--- src/rtl/ccd_seq_pkg.sv ---
package ccd_seq_pkg;
  typedef enum logic [2:0] {
    ST_IDLE,
    ST_FLUSH_V,
    ST_FLUSH_H,
    ST_INTEG,
    ST_RD_V,
    ST_RD_SETUP,
    ST_RD_H
  } seq_state_e;
endpackage

--- src/rtl/ccd_seq_cfg.sv ---
module ccd_seq_cfg #(
  parameter int CNT_W = 16,
  parameter int INT_W = 32,
  parameter int PIX_W = 8,
  parameter int LINES = 1536,
  parameter int NPIX  = 1546
) (
  input  logic             clk_i,
  input  logic             rst_ni,
  input  logic             load_i,
  input  logic             binned_i,
  input  logic [INT_W-1:0] integ_i,
  input  logic [CNT_W-1:0] tv_i,
  input  logic [CNT_W-1:0] ths_i,
  input  logic [PIX_W-1:0] pix_i,
  input  logic [PIX_W-1:0] rg_w_i,
  input  logic [PIX_W-1:0] clamp_i,
  input  logic [PIX_W-1:0] sample_i,
  input  logic [CNT_W-1:0] flush_lines_i,
  input  logic [CNT_W-1:0] flush_pix_i,
  input  logic [CNT_W-1:0] ovc_pix_i,
  input  logic [CNT_W-1:0] ovc_lines_i,
  output logic             binned_o,
  output logic [INT_W-1:0] integ_o,
  output logic [CNT_W-1:0] tv_o,
  output logic [CNT_W-1:0] ths_o,
  output logic [PIX_W-1:0] pix_o,
  output logic [PIX_W-1:0] rg_w_o,
  output logic [PIX_W-1:0] clamp_o,
  output logic [PIX_W-1:0] sample_o,
  output logic [CNT_W-1:0] flush_lines_o,
  output logic [CNT_W-1:0] flush_pix_o,
  output logic [CNT_W-1:0] npix_rd_o,
  output logic [CNT_W-1:0] nlines_o
);
  localparam int BIN_LINES = (LINES + 2) / 3;
  localparam logic [CNT_W-1:0] LINES_C = CNT_W'(LINES);
  localparam logic [CNT_W-1:0] BIN_C   = CNT_W'(BIN_LINES);
  localparam logic [CNT_W-1:0] NPIX_C  = CNT_W'(NPIX);

  // Frame parameters are frozen here at start; minimums are enforced once.
  always_ff @(posedge clk_i or negedge rst_ni) begin
    if (!rst_ni) begin
      binned_o      <= 1'b0;
      integ_o       <= INT_W'(1);
      tv_o          <= CNT_W'(1);
      ths_o         <= CNT_W'(1);
      pix_o         <= PIX_W'(2);
      rg_w_o        <= PIX_W'(1);
      clamp_o       <= PIX_W'(1);
      sample_o      <= PIX_W'(1);
      flush_lines_o <= LINES_C;
      flush_pix_o   <= NPIX_C;
      npix_rd_o     <= NPIX_C;
      nlines_o      <= LINES_C;
    end else if (load_i) begin
      binned_o      <= binned_i;
      integ_o       <= (integ_i == '0) ? INT_W'(1) : integ_i;
      tv_o          <= (tv_i == '0) ? CNT_W'(1) : tv_i;
      ths_o         <= (ths_i == '0) ? CNT_W'(1) : ths_i;
      pix_o         <= (pix_i < PIX_W'(2)) ? PIX_W'(2) : pix_i;
      rg_w_o        <= rg_w_i;
      clamp_o       <= clamp_i;
      sample_o      <= sample_i;
      flush_lines_o <= (flush_lines_i < LINES_C) ? LINES_C : flush_lines_i;
      flush_pix_o   <= (flush_pix_i < NPIX_C) ? NPIX_C : flush_pix_i;
      npix_rd_o     <= NPIX_C + ovc_pix_i;
      nlines_o      <= (binned_i ? BIN_C : LINES_C) + ovc_lines_i;
    end
  end
endmodule

--- src/rtl/ccd_seq_vert.sv ---
module ccd_seq_vert #(
  parameter int CNT_W = 16
) (
  input  logic             clk_i,
  input  logic             rst_ni,
  input  logic             start_i,
  input  logic [CNT_W-1:0] tv_i,
  output logic             v1_o,
  output logic             v2_o,
  output logic             done_o
);
  logic             act_q;
  logic             ph_q;
  logic [CNT_W-1:0] cnt_q;
  logic             seg_end;

  assign seg_end = (cnt_q == tv_i - CNT_W'(1));
  assign done_o  = act_q & ph_q & seg_end;
  assign v1_o    = act_q & ~ph_q;
  assign v2_o    = act_q & ph_q;

  always_ff @(posedge clk_i or negedge rst_ni) begin
    if (!rst_ni) begin
      act_q <= 1'b0;
      ph_q  <= 1'b0;
      cnt_q <= '0;
    end else if (start_i) begin
      act_q <= 1'b1;
      ph_q  <= 1'b0;
      cnt_q <= '0;
    end else if (act_q) begin
      if (seg_end) begin
        cnt_q <= '0;
        if (ph_q) act_q <= 1'b0;
        else      ph_q  <= 1'b1;
      end else begin
        cnt_q <= cnt_q + CNT_W'(1);
      end
    end
  end
endmodule

--- src/rtl/ccd_seq_hpix.sv ---
module ccd_seq_hpix #(
  parameter int CNT_W = 16,
  parameter int PIX_W = 8
) (
  input  logic             clk_i,
  input  logic             rst_ni,
  input  logic             start_i,
  input  logic [CNT_W-1:0] npix_i,
  input  logic             rd_i,
  input  logic             binned_i,
  input  logic [PIX_W-1:0] pix_i,
  input  logic [PIX_W-1:0] rg_w_i,
  input  logic [PIX_W-1:0] clamp_off_i,
  input  logic [PIX_W-1:0] sample_off_i,
  output logic             h1_o,
  output logic             h2_o,
  output logic             hl_o,
  output logic             rg_o,
  output logic             clamp_o,
  output logic             sample_o,
  output logic             done_o
);
  logic             act_q, rd_q, bin_q;
  logic [PIX_W-1:0] pc_q;
  logic [CNT_W-1:0] idx_q, npix_q;
  logic [1:0]       grp_q;
  logic             pix_end, line_end, first_half, rg_slot, smp_slot;

  assign pix_end    = (pc_q == pix_i - PIX_W'(1));
  assign line_end   = (idx_q == npix_q - CNT_W'(1));
  assign done_o     = act_q & pix_end & line_end;
  assign first_half = (pc_q < (pix_i >> 1));

  // Binned: one reset per three-pixel group, sample after the third charge.
  assign rg_slot  = ~bin_q | (grp_q == 2'd0);
  assign smp_slot = ~bin_q | (grp_q == 2'd2);

  assign h1_o     = ~act_q | first_half;
  assign hl_o     = ~act_q | first_half;
  assign h2_o     = act_q & ~first_half;
  assign rg_o     = act_q & (pc_q < rg_w_i) & rg_slot;
  assign clamp_o  = act_q & rd_q & (pc_q == clamp_off_i) & rg_slot;
  assign sample_o = act_q & rd_q & (pc_q == sample_off_i) & smp_slot;

  always_ff @(posedge clk_i or negedge rst_ni) begin
    if (!rst_ni) begin
      act_q  <= 1'b0;
      rd_q   <= 1'b0;
      bin_q  <= 1'b0;
      pc_q   <= '0;
      idx_q  <= '0;
      npix_q <= '0;
      grp_q  <= '0;
    end else if (start_i) begin
      act_q  <= 1'b1;
      rd_q   <= rd_i;
      bin_q  <= rd_i & binned_i;
      pc_q   <= '0;
      idx_q  <= '0;
      npix_q <= npix_i;
      grp_q  <= '0;
    end else if (act_q) begin
      if (pix_end) begin
        pc_q <= '0;
        if (line_end) begin
          act_q <= 1'b0;
        end else begin
          idx_q <= idx_q + CNT_W'(1);
          grp_q <= (grp_q == 2'd2) ? 2'd0 : grp_q + 2'd1;
        end
      end else begin
        pc_q <= pc_q + PIX_W'(1);
      end
    end
  end
endmodule

--- src/rtl/ccd_clock_sequencer.sv ---
module ccd_clock_sequencer
  import ccd_seq_pkg::*;
#(
  parameter int CNT_W     = 16,
  parameter int INT_W     = 32,
  parameter int PIX_W     = 8,
  parameter int LINES     = 1536,
  parameter int DUMMY_PIX = 10,
  parameter int DARK_PIX  = 20,
  parameter int BUF_PIX   = 4,
  parameter int IMG_PIX   = 1512
) (
  input  logic             clk_i,
  input  logic             rst_ni,
  input  logic             start_i,
  input  logic             binned_i,
  input  logic [INT_W-1:0] integ_cycles_i,
  input  logic [CNT_W-1:0] tv_cycles_i,
  input  logic [CNT_W-1:0] setup_cycles_i,
  input  logic [PIX_W-1:0] pix_cycles_i,
  input  logic [PIX_W-1:0] rg_width_i,
  input  logic [PIX_W-1:0] clamp_off_i,
  input  logic [PIX_W-1:0] sample_off_i,
  input  logic [CNT_W-1:0] flush_lines_i,
  input  logic [CNT_W-1:0] flush_pix_i,
  input  logic [CNT_W-1:0] ovc_pix_i,
  input  logic [CNT_W-1:0] ovc_lines_i,
  output logic             v1_o,
  output logic             v2_o,
  output logic             h1_o,
  output logic             h2_o,
  output logic             hl_o,
  output logic             rg_o,
  output logic             clamp_o,
  output logic             sample_o,
  output logic             line_start_o,
  output logic             frame_start_o,
  output logic             frame_done_o,
  output logic             busy_o
);
  localparam int NPIX = DUMMY_PIX + DARK_PIX + BUF_PIX + IMG_PIX;

  logic             c_binned;
  logic [INT_W-1:0] c_integ;
  logic [CNT_W-1:0] c_tv, c_ths, c_flush_lines, c_flush_pix, c_npix_rd, c_nlines;
  logic [PIX_W-1:0] c_pix, c_rg_w, c_clamp, c_sample;

  seq_state_e       st_q, st_d;
  logic [CNT_W-1:0] line_q, line_d;
  logic [1:0]       vsub_q, vsub_d;
  logic [INT_W-1:0] wait_q, wait_d;
  logic             kick_q, fs_q, fd_q, ls_q;
  logic             fd_d, ls_d, accept;
  logic             v_start, v_done, h_start, h_done, h_rd;
  logic [CNT_W-1:0] h_npix;

  assign accept = (st_q == ST_IDLE) & start_i;

  ccd_seq_cfg #(
    .CNT_W(CNT_W), .INT_W(INT_W), .PIX_W(PIX_W), .LINES(LINES), .NPIX(NPIX)
  ) u_cfg (
    .clk_i        (clk_i),
    .rst_ni       (rst_ni),
    .load_i       (accept),
    .binned_i     (binned_i),
    .integ_i      (integ_cycles_i),
    .tv_i         (tv_cycles_i),
    .ths_i        (setup_cycles_i),
    .pix_i        (pix_cycles_i),
    .rg_w_i       (rg_width_i),
    .clamp_i      (clamp_off_i),
    .sample_i     (sample_off_i),
    .flush_lines_i(flush_lines_i),
    .flush_pix_i  (flush_pix_i),
    .ovc_pix_i    (ovc_pix_i),
    .ovc_lines_i  (ovc_lines_i),
    .binned_o     (c_binned),
    .integ_o      (c_integ),
    .tv_o         (c_tv),
    .ths_o        (c_ths),
    .pix_o        (c_pix),
    .rg_w_o       (c_rg_w),
    .clamp_o      (c_clamp),
    .sample_o     (c_sample),
    .flush_lines_o(c_flush_lines),
    .flush_pix_o  (c_flush_pix),
    .npix_rd_o    (c_npix_rd),
    .nlines_o     (c_nlines)
  );

  ccd_seq_vert #(.CNT_W(CNT_W)) u_vert (
    .clk_i  (clk_i),
    .rst_ni (rst_ni),
    .start_i(v_start),
    .tv_i   (c_tv),
    .v1_o   (v1_o),
    .v2_o   (v2_o),
    .done_o (v_done)
  );

  ccd_seq_hpix #(.CNT_W(CNT_W), .PIX_W(PIX_W)) u_hpix (
    .clk_i       (clk_i),
    .rst_ni      (rst_ni),
    .start_i     (h_start),
    .npix_i      (h_npix),
    .rd_i        (h_rd),
    .binned_i    (c_binned),
    .pix_i       (c_pix),
    .rg_w_i      (c_rg_w),
    .clamp_off_i (c_clamp),
    .sample_off_i(c_sample),
    .h1_o        (h1_o),
    .h2_o        (h2_o),
    .hl_o        (hl_o),
    .rg_o        (rg_o),
    .clamp_o     (clamp_o),
    .sample_o    (sample_o),
    .done_o      (h_done)
  );

  always_comb begin
    st_d    = st_q;
    line_d  = line_q;
    vsub_d  = vsub_q;
    wait_d  = wait_q;
    v_start = 1'b0;
    h_start = 1'b0;
    h_rd    = 1'b0;
    h_npix  = c_flush_pix;
    fd_d    = 1'b0;
    ls_d    = 1'b0;
    unique case (st_q)
      ST_IDLE: begin
        if (start_i) begin
          st_d   = ST_FLUSH_V;
          line_d = '0;
        end
      end
      ST_FLUSH_V: begin
        // Config is live one cycle after accept, so the first transfer is kicked here.
        if (kick_q) begin
          v_start = 1'b1;
        end else if (v_done) begin
          if (line_q == c_flush_lines - CNT_W'(1)) begin
            st_d    = ST_FLUSH_H;
            h_start = 1'b1;
            line_d  = '0;
          end else begin
            line_d  = line_q + CNT_W'(1);
            v_start = 1'b1;
          end
        end
      end
      ST_FLUSH_H: begin
        if (h_done) begin
          st_d   = ST_INTEG;
          wait_d = '0;
        end
      end
      ST_INTEG: begin
        if (wait_q == c_integ - INT_W'(1)) begin
          st_d    = ST_RD_V;
          v_start = 1'b1;
          ls_d    = 1'b1;
          line_d  = '0;
          vsub_d  = '0;
        end else begin
          wait_d = wait_q + INT_W'(1);
        end
      end
      ST_RD_V: begin
        if (v_done) begin
          if (c_binned && (vsub_q != 2'd2)) begin
            vsub_d  = vsub_q + 2'd1;
            v_start = 1'b1;
          end else begin
            st_d   = ST_RD_SETUP;
            wait_d = '0;
          end
        end
      end
      ST_RD_SETUP: begin
        h_rd   = 1'b1;
        h_npix = c_npix_rd;
        if (wait_q == INT_W'(c_ths) - INT_W'(1)) begin
          st_d    = ST_RD_H;
          h_start = 1'b1;
        end else begin
          wait_d = wait_q + INT_W'(1);
        end
      end
      ST_RD_H: begin
        if (h_done) begin
          if (line_q == c_nlines - CNT_W'(1)) begin
            st_d = ST_IDLE;
            fd_d = 1'b1;
          end else begin
            st_d    = ST_RD_V;
            line_d  = line_q + CNT_W'(1);
            vsub_d  = '0;
            v_start = 1'b1;
            ls_d    = 1'b1;
          end
        end
      end
      default: st_d = ST_IDLE;
    endcase
  end

  always_ff @(posedge clk_i or negedge rst_ni) begin
    if (!rst_ni) begin
      st_q   <= ST_IDLE;
      line_q <= '0;
      vsub_q <= '0;
      wait_q <= '0;
      kick_q <= 1'b0;
      fs_q   <= 1'b0;
      fd_q   <= 1'b0;
      ls_q   <= 1'b0;
    end else begin
      st_q   <= st_d;
      line_q <= line_d;
      vsub_q <= vsub_d;
      wait_q <= wait_d;
      kick_q <= accept;
      fs_q   <= accept;
      fd_q   <= fd_d;
      ls_q   <= ls_d;
    end
  end

  assign busy_o        = (st_q != ST_IDLE);
  assign frame_start_o = fs_q;
  assign frame_done_o  = fd_q;
  assign line_start_o  = ls_q;
endmodule

--- config.mk ---
export PLATFORM = sky130hd
export DESIGN_NAME = ccd_clock_sequencer
export DESIGN_NICKNAME = d
export VERILOG_FILES = /design/src/rtl/ccd_seq_pkg.sv /design/src/rtl/ccd_seq_cfg.sv /design/src/rtl/ccd_seq_vert.sv /design/src/rtl/ccd_seq_hpix.sv /design/src/rtl/ccd_clock_sequencer.sv
export SDC_FILE = /design/constraint.sdc
export NUM_CORES = 1
export LEC_CHECK = 0
export BUFFER_PORTS_ARGS = -buffer_cell sky130_fd_sc_hd__buf_4
export CAP_MARGIN = 40
export CORE_MARGIN = 2
export CORE_UTILIZATION = 55
export DETAILED_ROUTE_END_ITERATION = 16
export GPL_ROUTABILITY_DRIVEN = 0
export PLACE_DENSITY = 0.85
export SYNTH_ARGS = -nofsm -noshare
export SYNTH_HDL_FRONTEND = slang
export SYNTH_SLANG_ARGS = --single-unit
export TNS_END_PERCENT = 30
--- constraint.sdc ---
create_clock -name clk_i -period 4.1 [get_ports clk_i]
set_input_delay 0.82 -clock clk_i [delete_from_list [all_inputs] [get_ports clk_i]]
set_output_delay 0.82 -clock clk_i [all_outputs]
set_load 0.01 [all_outputs]
==> results of run 1 <==
-- Yosys cell counts (25+ instances only) --
| cell type | n | area share [%] |
|---|---|---|
| o21ai_0 | 145 | 4.1 |
| xor2_1 | 76 | 3.7 |
| mux2_2 | 35 | 2.2 |
| nor2_1 | 171 | 3.6 |
| nand2b_1 | 27 | 0.94 |
| a31oi_1 | 25 | 0.87 |
| nand4_1 | 29 | 1.0 |
| or4_1 | 26 | 1.1 |
| inv_1 | 70 | 1.5 |
| nand2_1 | 411 | 8.6 |
| nor3_1 | 60 | 1.7 |
| nor4_1 | 57 | 2.0 |
| ha_1 | 28 | 2.0 |
| dfrtp_1 | 261 | 37 |
| o31ai_1 | 38 | 1.6 |
| a21oi_1 | 67 | 1.9 |
| clkbuf_1 | 111 | 2.3 |
| xnor2_1 | 122 | 6.0 |
| and3_1 | 32 | 1.1 |
| nand3_1 | 57 | 1.6 |
-- cells in the final DEF, fill, tap and decap left out, types with 9 or more instances in the layout --
cell,netlist,final
nor2b_1,19,19
dfstp_2,19,19
dfrtp_1,261,261
a31oi_1,25,25
clkbuf_16,0,35
ha_1,28,28
nand2_1,411,410
or4_1,26,25
a21oi_1,67,65
o21ai_0,145,144
a22o_1,14,14
o211ai_1,14,14
mux2i_1,13,13
mux2_2,35,35
nor3_1,60,60
nor3b_1,13,13
nand3b_1,20,20
or3_1,20,20
nor4_1,57,53
nand4_1,29,29
and2_1,15,15
nor2_1,171,171
and3_1,32,32
buf_4,2,206
xnor2_1,122,122
nand2b_1,27,27
clkbuf_1,111,9
nand3_1,57,57
xor2_1,76,76
a211oi_1,12,12
o31ai_1,38,38
inv_1,70,69
-- power by group through the flow --
stage	combinational, µW	clock (µW)	sequential (µW)
floorplan	29.3	0	2810
CTS	249	3240	2760
global placement	243	0	2810
finish	246	3210	2760
global route	270	3360	2760
detailed placement	248	0	2810
-- routing by layer --
metal	up-vias	track usage (%)	wire length, µm
li1	7825	-	-
met1	8035	38.2	20500
met2	816	48.4	23600
met3	152	4.66	3890
met4	0	10.2	1590
met5	-	0	0
-- how the worst max path moves through the flow --
| stage | start | to | slack, ns | depth (start not counted) |
|---|---|---|---|---|
| 3_3_place_gp | u_cfg.tv_o[1] | wait_q[17] | 0.21 | 12 |
| 2_1_floorplan | u_hpix.npix_q[2] | wait_q[17] | 0.33 | 13 |
| 4_1_cts | u_hpix.npix_q[4] | u_vert.cnt_q[9] | 0.06 | 11 |
| 3_5_place_dp | u_cfg.tv_o[1] | wait_q[17] | 0.1 | 12 |
| 6_report | u_cfg.tv_o[0] | wait_q[13] | 0.09 | 12 |
| 5_1_grt | u_cfg.tv_o[1] | line_q[4] | -0.23 | 12 |
-- kinds of logic (layout without fill, tap and decap cells) --
family,Yosys count,after routing,synth area share [%]
fa+ha+maj,29,29,2.07
xor+xnor,198,198,9.69
compound gates,406,406,14.7
flops,280,280,39.3
buf+inv,195,346,4.25
mux,48,48,2.93
simple gates,1000,1001,27.0
-- per-stage QoR --
stage	total power, µW	instances	hold slack, ns	cell area, µm²	utilization (%)
after global routing	6390	2750	0.463	20900	64.8
after floorplan	2840	2156	0.439	17900	-
after detailed placement	3060	2687	0.458	19700	60.9
after global placement	3060	2686	0.454	19700	60.9
after CTS	6250	2749	0.414	20900	64.6
final	6220	2750	0.356	20900	64.8
-- sequential cells by signal (all words and copies together) (netlist names), 2 cells and up --
name / flops
u_cfg.integ_o: 32
wait_q: 32
line_q: 16
u_cfg.flush_lines_o: 16
u_cfg.flush_pix_o: 16
u_cfg.nlines_o: 16
u_cfg.npix_rd_o: 16
u_cfg.ths_o: 16
u_cfg.tv_o: 16
u_hpix.idx_q: 16
u_hpix.npix_q: 16
u_vert.cnt_q: 16
u_cfg.clamp_o: 8
u_cfg.pix_o: 8
u_cfg.rg_w_o: 8
u_cfg.sample_o: 8
u_hpix.pc_q: 8
st_q: 3
u_hpix.grp_q: 2
vsub_q: 2
-- worst reg2reg max path, delay by kind of cell, from the launching register on --
kind / cells / cell delay (ns)
simple gates: 5 / 2.18
buf+inv: 1 / 0.07
flops: 1 / 0.38
fa+ha+maj: 1 / 0.21
compound gates: 4 / 0.84
xor+xnor: 1 / 0.23
-- final cells by class --
| type | instances | area (µm²) |
|---|---|---|
| Sequential cell | 280 | 7030 |
| Multi-Input combinational cell | 1682 | 10200 |
| Fill cell | 2522 | 11400 |
| Inverter | 70 | 265 |
| Tap cell | 442 | 553 |
| Clock buffer | 45 | 923 |
| Clock inverter | 17 | 267 |
| Timing Repair Buffer | 214 | 1700 |
==> out/results.txt, run 1 <==
Outcome = finished clean
Bufs and invs on worst path = 1
Worst-Skew Late Latency = 0.54 ns
CP required = 4.53 ns
Post-synth top flop = dfrtp_1
CP arrival = 4.44 ns
Critical Path Sink Type = register
Family with the most delay on the worst path = simple AND/OR/NAND/NOR gates
Syn nets = 2349
Ports = 176
Sequential share of the synthesized area = 39.3%
Final Hold Fails = 0
Pre-CTS setup slack = 0.0978 ns
Nets@finish = 2475
Clock Power Share = 51.6%
Yosys reg bits = 280
First-pass GRT wire length = 80400 µm
RR Endpoint = wait_q[13]
CP max-delay cell = or4b_2
Routed WL = 49600 µm
Worst vdd ir = 0.326 mV
Clock transition at path regs = 0.06 ns
Post-Syn Area = 0.0179 mm²
Cts hold-fix bufs = 0
Slew Viols, Final = 0
Period minus WS final = 4.01 ns
Number of antenna violations at the first check in global routing = 0
Routed length per placed instance = 18.0 µm
Yosys warns = 0
Num CTS Buffers = 34
Area of the die = 0.0340 mm²
Dpl hpwl = 35400 µm
ANT cells = 0
Total power per unit cell area = 298 mW/mm²
Async S/R FF share, synth = 100%
CP cell instances = inv_1 > ha_1 > or4b_2 > nor4_1 > xnor2_1 > o211ai_1 > nor4_2 > a211oi_1 > or4_1 > o21bai_2 > nand2b_2 > o31ai_1
TritonCTS clock tree = built
Design internal power = 4870 µW
Worst r2r path cells = 12
Final period util = 97.7%
Clock skew = 0.0257 ns
Logic pwr share = 3.9%
Register-to-register setup slack = 0.09 ns
Max-cap check violation count = 0
Measured slew at the worst slew-check pin = 0.965 ns
Routed vias = 16828
Die H = 184 µm
Via density = 6.12
Overflow after GRT = 0
Antenna Violating Nets Remaining = 0
TritonRoute pass-1 iters = 6
Width of the die = 184 µm
Synthesized instance count = 2156
Switch Pwr = 1350 µW
Distinct cells, synth = 82
Setup_tns = 0 ns
CP Max Fanout = 15
Post-CTS Resized = 0
Max frequency = 0.250 GHz
Total setup buffers inserted after CTS = 0
H-tree levels = 2
# DRC = 0
Min setup slack post-route = 0.0936 ns
RSZ-0062 raised after global routing = yes
Final setup viols = 0
Max incr delay on CP = 0.64 ns
Largest net degree at the start of global routing = 121
1st-iter DRT viols = 1843
Total GRT Usage = 29.0%
EDFF count, synth = 0
Reg2Reg Launch Point = u_cfg.tv_o[0]
Sw Share = 21.8%
Number of cell rows = 66
Initial Utilization = 55.4%
Clk sink count = 280
Area grow syn2layout = 16.9%
Sequential power share = 44.4%
Worst slew margin = 35.6%
Core area = 0.0323 mm²
Root Buffer Master = clkbuf_16
Hold Crit Class = in -> async
Longest Clk Path Bufs = 3
Synth Area per Inst = 8.30 µm²
Pleak = 0.00971 µW
Critical path class = reg -> reg
Vias in the first global route = 16270
Startpoint Class = register
Ratio of cells with drive above 1 in the final layout = 15.5%
PortBufs = 175
Note: power is estimated with default switching activity, not from simulation.
==> run 2: changes to the inputs <==
- SETUP_SLACK_MARGIN: default -> 0.2
==> run 2 against run 1 <==
Compared with the run above:
- combinational power barely moved
- count of clock-buffer cells in the layout did not move
- sequential cell count did not move
- critical endpoint is now vsub_q[1]
- core utilization rose by 0.66 points
- first-iteration DRC count fell by 5.4%
- register-to-register slack improved by 0.12 ns
- final cell count rose by 0.11%
==> out/results.txt, run 2 (synthesized netlist as in run 1, its figures left out) <==
Hold Crit Class = in -> async
Final period util = 94.8%
Worst-Skew Late Latency = 0.54 ns
Total GRT Usage = 29.2%
Max-cap check violation count = 0
Root Buffer Master = clkbuf_16
CP required = 4.51 ns
RSZ-0062 raised after global routing = yes
Final setup viols = 0
Register Area = 0.00703 mm²
TritonRoute pass-1 iters = 8
Worst r2r path cells = 10
Most frequent cells in the layout = 410 x nand2_1, 260 x dfrtp_1, 207 x buf_4, 170 x nor2_1, 140 x o21ai_0
Outcome = finished clean
Startpoint Class = register
TritonCTS clock tree = built
# DRC = 0
Antenna Violating Nets Remaining = 0
Max incr delay on CP = 0.57 ns
CP cell instances = or4_4 > or3_4 > a2111oi_4 > o2111ai_2 > or4_4 > or3_1 > buf_4 > nand2_1 > and3_1 > mux2_2
Register-to-register setup slack = 0.21 ns
Worst setup endpoint = vsub_q[1]
H-tree levels = 2
Via density = 6.14
Most common cell on crit path = or4_4
Measured slew at the worst slew-check pin = 1.11 ns
Critical path class = reg -> reg
Longest Clk Path Bufs = 3
Num CTS Buffers = 34
Ports = 176
Sequential power share = 44.4%
Routed WL = 50300 µm
Critical Path Sink Type = register
Core area = 0.0323 mm²
CP max-delay cell = or4_4
Total power per unit cell area = 295 mW/mm²
Max frequency = 0.257 GHz
Slew Viols, Final = 0
PortBufs = 175
Die H = 184 µm
CP Max Fanout = 18
Fill count = 2508
Vias in the first global route = 16391
Reg2Reg Launch Point = u_hpix.npix_q[4]
First-pass GRT wire length = 80900 µm
Critical Path Start = u_hpix.npix_q[4]
Logic pwr share = 4.0%
CP arrival = 4.30 ns
Nets@finish = 2478
Design internal power = 4870 µW
Area of the die = 0.0340 mm²
Ratio of cells with drive above 1 in the final layout = 16.7%
Largest regs = u_cfg.integ_o x32, wait_q x32
Clock Power Share = 51.6%
Total power draw = 6220 µW
Worst vdd ir = 0.326 mV
Number of cell rows = 66
Clock transition at path regs = 0.06 ns
Largest net degree at the start of global routing = 121
Worst slew margin = 25.6%
Period minus WS final = 3.89 ns
Switch Pwr = 1350 µW
Inst Count DP = 2687
Width of the die = 184 µm
Multi-input logic area = 0.0104 mm²
Area grow syn2layout = 18.1%
RR Endpoint = vsub_q[1]
1st-iter DRT viols = 1744
Overflow after GRT = 0
ANT cells = 0
Sw Share = 21.7%
Clk sink count = 280
Pleak = 0.00980 µW
Post-Layout Cell Count = 2753
Setup_tns = 0 ns
Clock skew = 0.0243 ns
Number of antenna violations at the first check in global routing = 0
Final Hold Fails = 0
Most common cell after layout, fill and taps aside = nand2_1
Routed vias = 16890
Dpl hpwl = 35400 µm
Initial Utilization = 55.4%
Core Util, Final = 65.4%
Routed length per placed instance = 18.3 µm
## run 2: cell types whose count changed in the layout (fill, tap and decap cells not counted), moves of 3 or more
cell     change
o31ai_1      -7
o21ai_0      -4
o21ai_2      +3
nor3_1       -3
o31ai_2      +7
nor3_2       +3
## run 2: metal layers
| metal | global-route usage (%) | routed length, µm | vias to the layer above | share of wire [%] |
|---|---|---|---|---|
| met5 | 0 | 0 | - | 0 |
| met4 | 10.8 | 1580 | 0 | 3.1 |
| met3 | 4.86 | 4000 | 144 | 7.9 |
| met2 | 48.7 | 24000 | 801 | 48 |
| met1 | 38.2 | 20700 | 8106 | 41 |
| li1 | - | - | 7839 | - |
## run 2: area by class of cell
type                       instances  area share, %
clock buffer                      45           4.37
multi-input combinational       1683           49.1
sequential                       280           33.3
timing repair buffer             216           8.16
tap                              442           2.62
inverter                          70           1.26
clock inverter                    17           1.26
## run 2: critical path, delay by kind of cell (launching register included)
family | cells | cell delay (ns)
AND/OR/NAND/NOR | 6 | 2.21
AO/OA/AOI/OAI | 2 | 0.56
flip-flops | 1 | 0.42
multiplexers | 1 | 0.34
buffers and inverters | 1 | 0.22
## run 2: power groups by stage
stage / logic [µW] / registers (µW) / clock network, µW
after global placement: 243 / 2810 / 0
after floorplan: 29.3 / 2810 / 0
after global routing: 270 / 2760 / 3360
after detailed placement: 248 / 2810 / 0
final: 246 / 2760 / 3210
after CTS: 249 / 2760 / 3240
## run 2: timing repair
action / 4_1_cts / 5_1_grt
gates cloned: 1 / 1
setup endpoints to repair: 63 / 109
resized for setup: 6 / 48
setup buffers: 0 / 2
hold buffers: 0 / 0
pin swaps: 1 / 3
## run 2: stage by stage
stage | instance area, µm² | setup slack, ns | hold WS, ns
final | 21100 | 0.212 | 0.354
after floorplan | 17900 | 0.332 | 0.439
after global routing | 21100 | 0.140 | 0.463
after CTS | 20900 | 0.160 | 0.414
after detailed placement | 19700 | 0.0978 | 0.458
after global placement | 19700 | 0.210 | 0.454
## run 2: how the worst min path moves through the flow
| stage | end | from | cells after the start | slack (ns) |
|---|---|---|---|---|
| CTS | u_cfg.ths_o[15] | rst_ni | 1 | 0.41 |
| floorplan | u_cfg.rg_w_o[0] | u_cfg.rg_w_o[0] | 2 | 0.44 |
| detailed placement | u_cfg.flush_pix_o[15] | u_cfg.flush_pix_o[15] | 2 | 0.46 |
| global placement | u_cfg.flush_pix_o[15] | u_cfg.flush_pix_o[15] | 2 | 0.45 |
| global route | u_cfg.ths_o[12] | rst_ni | 1 | 0.46 |
| finish | u_cfg.ths_o[15] | rst_ni | 1 | 0.35 |
